### src/rtl/vic_pkg.sv
package vic_pkg;
  localparam int REG_AW = 6;
  localparam logic [REG_AW-1:0] A_RAW    = 6'd0;
  localparam logic [REG_AW-1:0] A_IRQST  = 6'd1;
  localparam logic [REG_AW-1:0] A_FIQST  = 6'd2;
  localparam logic [REG_AW-1:0] A_ROUTE  = 6'd3;
  localparam logic [REG_AW-1:0] A_ENSET  = 6'd4;
  localparam logic [REG_AW-1:0] A_ENCLR  = 6'd5;
  localparam logic [REG_AW-1:0] A_VEC    = 6'd6;
  localparam logic [REG_AW-1:0] A_DEFV   = 6'd7;
  localparam logic [REG_AW-1:0] A_SLOTV  = 6'd8;
endpackage

### src/rtl/vic_lowest.sv
module vic_lowest #(
  parameter int N  = 16,
  parameter int IW = $clog2(N)
) (
  input  logic [N-1:0]  req,
  output logic          found,
  output logic [IW-1:0] idx
);
  always_comb begin
    found = 1'b0;
    idx   = '0;
    for (int i = N - 1; i >= 0; i--) begin
      if (req[i]) begin
        found = 1'b1;
        idx   = IW'(i);
      end
    end
  end
endmodule

### src/rtl/vic_slot_match.sv
module vic_slot_match #(
  parameter int NSRC = 32,
  parameter int SW   = $clog2(NSRC)
) (
  input  logic [NSRC-1:0] pend,
  input  logic            slot_en,
  input  logic [SW-1:0]   slot_src,
  output logic            hit
);
  assign hit = slot_en & pend[slot_src];
endmodule

### src/rtl/vic_top.sv
module vic_top
  import vic_pkg::*;
#(
  parameter int NSRC  = 32,
  parameter int NSLOT = 16,
  parameter int DW    = 32,
  parameter int VW    = 32
) (
  input  logic              clk,
  input  logic              rst_n,
  input  logic [NSRC-1:0]   src_req,
  input  logic [REG_AW-1:0] bus_addr,
  input  logic              bus_wr,
  input  logic              bus_rd,
  input  logic [DW-1:0]     bus_wdata,
  output logic [DW-1:0]     bus_rdata,
  input  logic              chain_irq,
  input  logic [VW-1:0]     chain_vec,
  output logic              irq_out,
  output logic              fiq_out,
  output logic [VW-1:0]     vec_out
);
  localparam int SW      = $clog2(NSRC);
  localparam int SIW     = $clog2(NSLOT);
  localparam int LW      = NSLOT + 1;
  localparam int LIW     = $clog2(LW);
  localparam int DEF_LVL = NSLOT;
  localparam logic [REG_AW-1:0] A_SLOTC = A_SLOTV + REG_AW'(NSLOT);
  localparam logic [REG_AW-1:0] A_END   = A_SLOTC + REG_AW'(NSLOT);

  logic [NSRC-1:0] en_q, sel_q;
  logic [VW-1:0]   def_q;
  logic [VW-1:0]   slot_vec_q [NSLOT];
  logic [NSLOT-1:0] slot_en_q;
  logic [SW-1:0]   slot_src_q [NSLOT];
  logic [LW-1:0]   insvc_q;
  logic [DW-1:0]   rdata_q;

  logic [NSRC-1:0] irq_pend, fiq_pend;
  assign irq_pend = src_req & en_q & ~sel_q;
  assign fiq_pend = src_req & en_q & sel_q;
  assign irq_out  = (|irq_pend) | chain_irq;
  assign fiq_out  = |fiq_pend;

  // current service level
  logic           svc_busy;
  logic [LIW-1:0] svc_lvl;
  vic_lowest #(.N(LW), .IW(LIW)) u_lvl (.req(insvc_q), .found(svc_busy), .idx(svc_lvl));

  // per-slot match and eligibility
  logic [NSLOT-1:0] slot_hit, slot_ok;
  for (genvar g = 0; g < NSLOT; g++) begin : g_slot
    vic_slot_match #(.NSRC(NSRC), .SW(SW)) u_match (
      .pend(irq_pend), .slot_en(slot_en_q[g]), .slot_src(slot_src_q[g]), .hit(slot_hit[g]));
    assign slot_ok[g] = slot_hit[g] && (!svc_busy || (g < int'(svc_lvl)));
  end

  logic           win_found;
  logic [SIW-1:0] win_idx;
  vic_lowest #(.N(NSLOT), .IW(SIW)) u_win (.req(slot_ok), .found(win_found), .idx(win_idx));

  logic chain_sel, def_mark;
  assign chain_sel = chain_irq && !svc_busy && !win_found;
  assign def_mark  = !svc_busy && !win_found && ((|irq_pend) || chain_irq);

  always_comb begin
    if (win_found)      vec_out = slot_vec_q[win_idx];
    else if (chain_sel) vec_out = chain_vec;
    else                vec_out = def_q;
  end

  // bus decode
  logic [REG_AW-1:0] off_v, off_c;
  logic              in_v, in_c;
  assign off_v = bus_addr - A_SLOTV;
  assign off_c = bus_addr - A_SLOTC;
  assign in_v  = (bus_addr >= A_SLOTV) && (bus_addr < A_SLOTC);
  assign in_c  = (bus_addr >= A_SLOTC) && (bus_addr < A_END);

  logic [DW-1:0] rd_word;
  always_comb begin
    rd_word = '0;
    if (in_v)      rd_word = DW'(slot_vec_q[off_v[SIW-1:0]]);
    else if (in_c) rd_word = DW'({slot_en_q[off_c[SIW-1:0]], slot_src_q[off_c[SIW-1:0]]});
    else begin
      case (bus_addr)
        A_RAW:            rd_word = DW'(src_req);
        A_IRQST:          rd_word = DW'(irq_pend);
        A_FIQST:          rd_word = DW'(fiq_pend);
        A_ROUTE:          rd_word = DW'(sel_q);
        A_ENSET, A_ENCLR: rd_word = DW'(en_q);
        A_VEC:            rd_word = DW'(vec_out);
        A_DEFV:           rd_word = DW'(def_q);
        default:          rd_word = '0;
      endcase
    end
  end

  // in-service update: acknowledge pops the most urgent level, vector read marks
  logic [LW-1:0] insvc_nx;
  always_comb begin
    insvc_nx = insvc_q;
    if (bus_wr && bus_addr == A_VEC) insvc_nx = insvc_q & (insvc_q - LW'(1));
    if (bus_rd && bus_addr == A_VEC) begin
      if (win_found)     insvc_nx[win_idx] = 1'b1;
      else if (def_mark) insvc_nx[DEF_LVL] = 1'b1;
    end
  end

  always_ff @(posedge clk or negedge rst_n) begin
    if (!rst_n) begin
      en_q      <= '0;
      sel_q     <= '0;
      def_q     <= '0;
      slot_en_q <= '0;
      insvc_q   <= '0;
      rdata_q   <= '0;
      for (int i = 0; i < NSLOT; i++) begin
        slot_vec_q[i] <= '0;
        slot_src_q[i] <= '0;
      end
    end else begin
      insvc_q <= insvc_nx;
      if (bus_rd) rdata_q <= rd_word;
      if (bus_wr) begin
        if (in_v) slot_vec_q[off_v[SIW-1:0]] <= bus_wdata[VW-1:0];
        else if (in_c) begin
          slot_src_q[off_c[SIW-1:0]] <= bus_wdata[SW-1:0];
          slot_en_q[off_c[SIW-1:0]]  <= bus_wdata[SW];
        end else begin
          case (bus_addr)
            A_ROUTE: sel_q <= bus_wdata[NSRC-1:0];
            A_ENSET: en_q  <= en_q | bus_wdata[NSRC-1:0];
            A_ENCLR: en_q  <= en_q & ~bus_wdata[NSRC-1:0];
            A_DEFV:  def_q <= bus_wdata[VW-1:0];
            default: ;
          endcase
        end
      end
    end
  end

  assign bus_rdata = rdata_q;
endmodule

### config.mk
export PLATFORM = sky130hd
export DESIGN_NAME = vic_top
export DESIGN_NICKNAME = d
export VERILOG_FILES = /design/src/rtl/vic_pkg.sv /design/src/rtl/vic_lowest.sv /design/src/rtl/vic_slot_match.sv /design/src/rtl/vic_top.sv
export SDC_FILE = /design/constraint.sdc
export NUM_CORES = 2
export LEC_CHECK = 0
export ABC_AREA = 1
export ABC_CLOCK_PERIOD_IN_PS = 6690
export BUFFER_PORTS_ARGS = -buffer_cell sky130_fd_sc_hd__buf_2
export CAP_MARGIN = 20
export CORE_ASPECT_RATIO = 0.75
export CORE_MARGIN = 4
export CORE_UTILIZATION = 30
export CTS_CLUSTER_DIAMETER = 200
export CTS_CLUSTER_SIZE = 10
export DETAILED_ROUTE_END_ITERATION = 8
export PLACE_DENSITY = 0.47
export SLEW_MARGIN = 20
export SYNTH_ARGS = -nofsm -noshare
export SYNTH_HDL_FRONTEND = slang
export SYNTH_HIERARCHICAL = 1
export SYNTH_SLANG_ARGS = --single-unit
export TNS_END_PERCENT = 30
### constraint.sdc
create_clock -name clk -period 6.69 [get_ports clk]
set_input_delay 1.0035 -clock clk [delete_from_list [all_inputs] [get_ports clk]]
set_output_delay 1.0035 -clock clk [all_outputs]
set_load 0.01 [all_outputs]
==> flow_metrics.py <==
metrics = {
    "run_status": {
        "result_of_the_run": "completed",
    },
    "detailed_routing": {
        "detail_route.first_pass.iterations": 7,
        "avgViaCountPerCell": 5.362,
        "routed_wirelength_um": 232700,
        "num_vias": 51169,
        "post_drt_wl_per_cell_um": 24.39,
        "initialDrtViolationCount": 6768,
        "drcViolationCount": 0,
        "ant_nets": 0,
    },
    "global_route": {
        "first_global_vias": 46639,
        "globalRouteMet1Util": 0.4058,
        "grt_overflow": 0,
        "antenna_violations_before_repair": 14,
        "grt.busiest_layer": "met1",
        "gr-usage-met3": 0.06393,
        "grt_pass1_wl_um": 337600,
        "grtUsageMet2": 0.3833,
        "track_usage": 0.2702,
        "pin_count_of_the_biggest_net_entering_global_routing": 134,
    },
    "layout": {
        "fin_cells": 9543,
        "nFillCells": 17451,
        "area_growth_pct": 12.99,
        "final_design_area_no_fill_um2": 54570,
        "final_common_cell": "sky130_fd_sc_hd__nand2_1",
        "num-nets-final": 7516,
        "fin_util": 0.3414,
        "most-common-layout-cells": "sky130_fd_sc_hd__nand2_1, sky130_fd_sc_hd__dfrtp_1, sky130_fd_sc_hd__o21ai_0",
        "ratio_of_cells_with_drive_above_1_in_the_final_layout": 0.1151,
    },
    "yosys": {
        "synth.lib_cells_used.distinct": 45,
        "synth_async_sr_flop_share": 1.000,
        "syn_inst": 7355,
        "syn_area_um2": 48300,
        "synth_area_per_cell_um2": 6.567,
        "synth_enable_flop_cells": 0,
        "ys.warnings.count": 6,
        "synth_sequential_area_ratio": 0.3901,
        "total_nets_after_synthesis": 7462,
        "total_of_flip_flops_plus_latches_after_synthesis": 753,
        "postSynth.topFlopCell": "sky130_fd_sc_hd__dfrtp_1",
    },
    "clock_network": {
        "tritoncts": "done",
        "cts.sinks": 753,
        "numCtsBuffers": 85,
        "htree_levels": 3,
        "clkTransAtPathRegs_ps": 60,
        "cts.root.buffer_cell": "sky130_fd_sc_hd__clkbuf_16",
        "ctsHoldBuffers": 0,
        "maximum_buffer_depth_of_the_clock_tree": 3,
        "clk_latency_ps": 720,
    },
    "critical_path": {
        "critical_path_source_type": "flip-flop",
        "worst-endpoint-arrival_ps": 5410,
        "path_delay_family": "simple AND/OR/NAND/NOR gates",
        "cp_num_buf_inv": 8,
        "worst-endpoint-required_ps": 5690,
        "critical_path.slowest_cell": "sky130_fd_sc_hd__clkinvlp_4",
        "critical_path.endpoint_type": "output pin",
        "ff2ff_setup_slack_ps": 1330,
        "worstSetupPathType": "reg2out",
        "critical_path_peak_fanout": 46,
        "crit_path_max_incr_delay_ps": 520,
        "critical-path-top-cell-by-count": "sky130_fd_sc_hd__nand2_1",
    },
    "placed_design": {
        "routabilityCongestion": 0.9543,
        "port_buffers": 172,
        "placed_area_um2": 52190,
        "hpwl_um": 151400,
        "place.detailed.instances": 9447,
    },
    "power": {
        "power_switching_share": 0.4354,
        "power.combinational.fraction": 0.405,
        "p_leak_nw": 26.30,
        "seq_power_share": 0.346,
        "powerDensity_nw_per_um2": 318.8,
        "cell_internal_pwr_mw": 9.822,
        "net-switching-power_mw": 7.574,
        "power.ir.vdd_worst_mv": 0.2698,
        "clkPwrFrac": 0.248,
        "total_power_mw": 17.40,
    },
    "sta": {
        "slew_violations": 0,
        "timing.fmax_ghz": 0.1560,
        "post-route-min-period_ps": 6411,
        "relSlewSlack": 0.2146,
        "setup_viol_count_final": 0,
        "timing.clock.skew_ps": 32.90,
        "unrepaired_setup_endpoints_after_global_routing": "true",
        "tightest_slew_ps": 1178,
        "period_share": 0.9582,
        "tns_ps": 0,
        "final_hold_viol_count": 0,
    },
    "floorplanning": {
        "io-pin-count": 173,
        "placeableCoreArea_um2": 159900,
        "design.die.area_um2": 167500,
        "initial_utilization": 0.3021,
        "die_y_um": 355.5,
        "fp.dieW_um": 471.3,
        "fp-row-count": 127,
    },
    "hold_path": {
        "hold_class": "in2async",
    },
    "flow_run": {
        "maxCapViolations": 0,
    },
}
==> stage by stage <==
step,hold WS (ps),setup slack [ps]
floorplan,453.0,1039
global placement,461.0,256.4
detailed placement,465.2,212.9
CTS,314.1,48.86
global route,361.7,-51.54
finish,339.4,279.5
==> per-layer routing <==
layer / wire length [um] / up-vias
met1: 108700 / 24514
met2: 93720 / 2617
met5: 13 / -
met4: 6566 / 2
li1: - / 23691
met3: 23710 / 345
==> flip-flops by register name, indices dropped and copies added (netlist names), named ones only <==
name and flops:
sel_q 32, slot_en_q 16, insvc_q 17, slot_src_q 80
bus_rdata 32, def_q 32, slot_vec_q 512
==> power by group through the flow <==
stage	logic [mW]	clock network, mW	registers, mW
4_1_cts	6.87	4.41	5.99
5_1_grt	7.60	4.57	6.11
6_report	7.05	4.32	6.03
3_3_place_gp	6.83	0	6.06
3_5_place_dp	6.85	0	6.06
2_1_floorplan	3.90	0	5.73
==> path summary, 6_finish.rpt <==
kind                         startpoint         endpoint  depth (start not counted)
max                           sel_q[25]      vec_out[13]                         25
min                               rst_n  slot_vec_q[346]                          1
max reg2reg                   sel_q[25]     bus_rdata[4]                         29
min reg2reg                bus_rdata[1]     bus_rdata[1]                          2
max in group asynchronous         rst_n    bus_rdata[15]                          2
min in group clk           bus_rdata[1]     bus_rdata[1]                          2
==> what timing repair did <==
action | CTS | global route
setup endpoints to repair | 3 | 32
setup buffers | 0 | 2
resized for setup | 1 | 31
==> synth_stat cells (32+ instances only) <==
library cell,n,area share
sky130_fd_sc_hd__a21oi_1,92,0.0095
sky130_fd_sc_hd__a22oi_1,48,0.0075
sky130_fd_sc_hd__a31oi_1,34,0.0044
sky130_fd_sc_hd__buf_2,135,0.014
sky130_fd_sc_hd__buf_6,33,0.0077
sky130_fd_sc_hd__clkbuf_1,250,0.019
sky130_fd_sc_hd__dfrtp_1,753,0.39
sky130_fd_sc_hd__inv_1,351,0.027
sky130_fd_sc_hd__nand2_1,3312,0.26
sky130_fd_sc_hd__nand2_2,113,0.015
sky130_fd_sc_hd__nand3_1,532,0.055
sky130_fd_sc_hd__nand3_2,64,0.013
sky130_fd_sc_hd__nand4_1,70,0.0091
sky130_fd_sc_hd__nor2_1,325,0.025
sky130_fd_sc_hd__nor3_1,32,0.0033
sky130_fd_sc_hd__o21ai_0,594,0.062
sky130_fd_sc_hd__o21ai_1,377,0.039
==> logic make-up after synthesis <==
logic type,after synthesis,synth area share
AO/OA/AOI/OAI,1209,0.1326
AND/OR/NAND/NOR,4516,0.3887
buffers and inverters,877,0.08855
flip-flops,753,0.3901
==> cell type report <==
cell class | count | area, um2 | area share
antenna | 2 | 5.005 | 0.00009171
clock buffer | 87 | 2177 | 0.03989
clock inverter | 4 | 57.56 | 0.001055
inverter | 399 | 1647 | 0.03017
multi-input combinational | 5725 | 25390 | 0.4652
sequential | 753 | 18840 | 0.3453
tap | 2128 | 2663 | 0.04879
timing repair buffer | 445 | 3795 | 0.06954
==> worst register-to-register path: cells and delay by family (launching register included) <==
family | cells | cell delay, ps
AND/OR/NAND/NOR | 21 | 2760
AO/OA/AOI/OAI | 1 | 120
flip-flops | 1 | 430
buffers and inverters | 7 | 1940
Note: power is estimated with default switching activity, not from simulation.
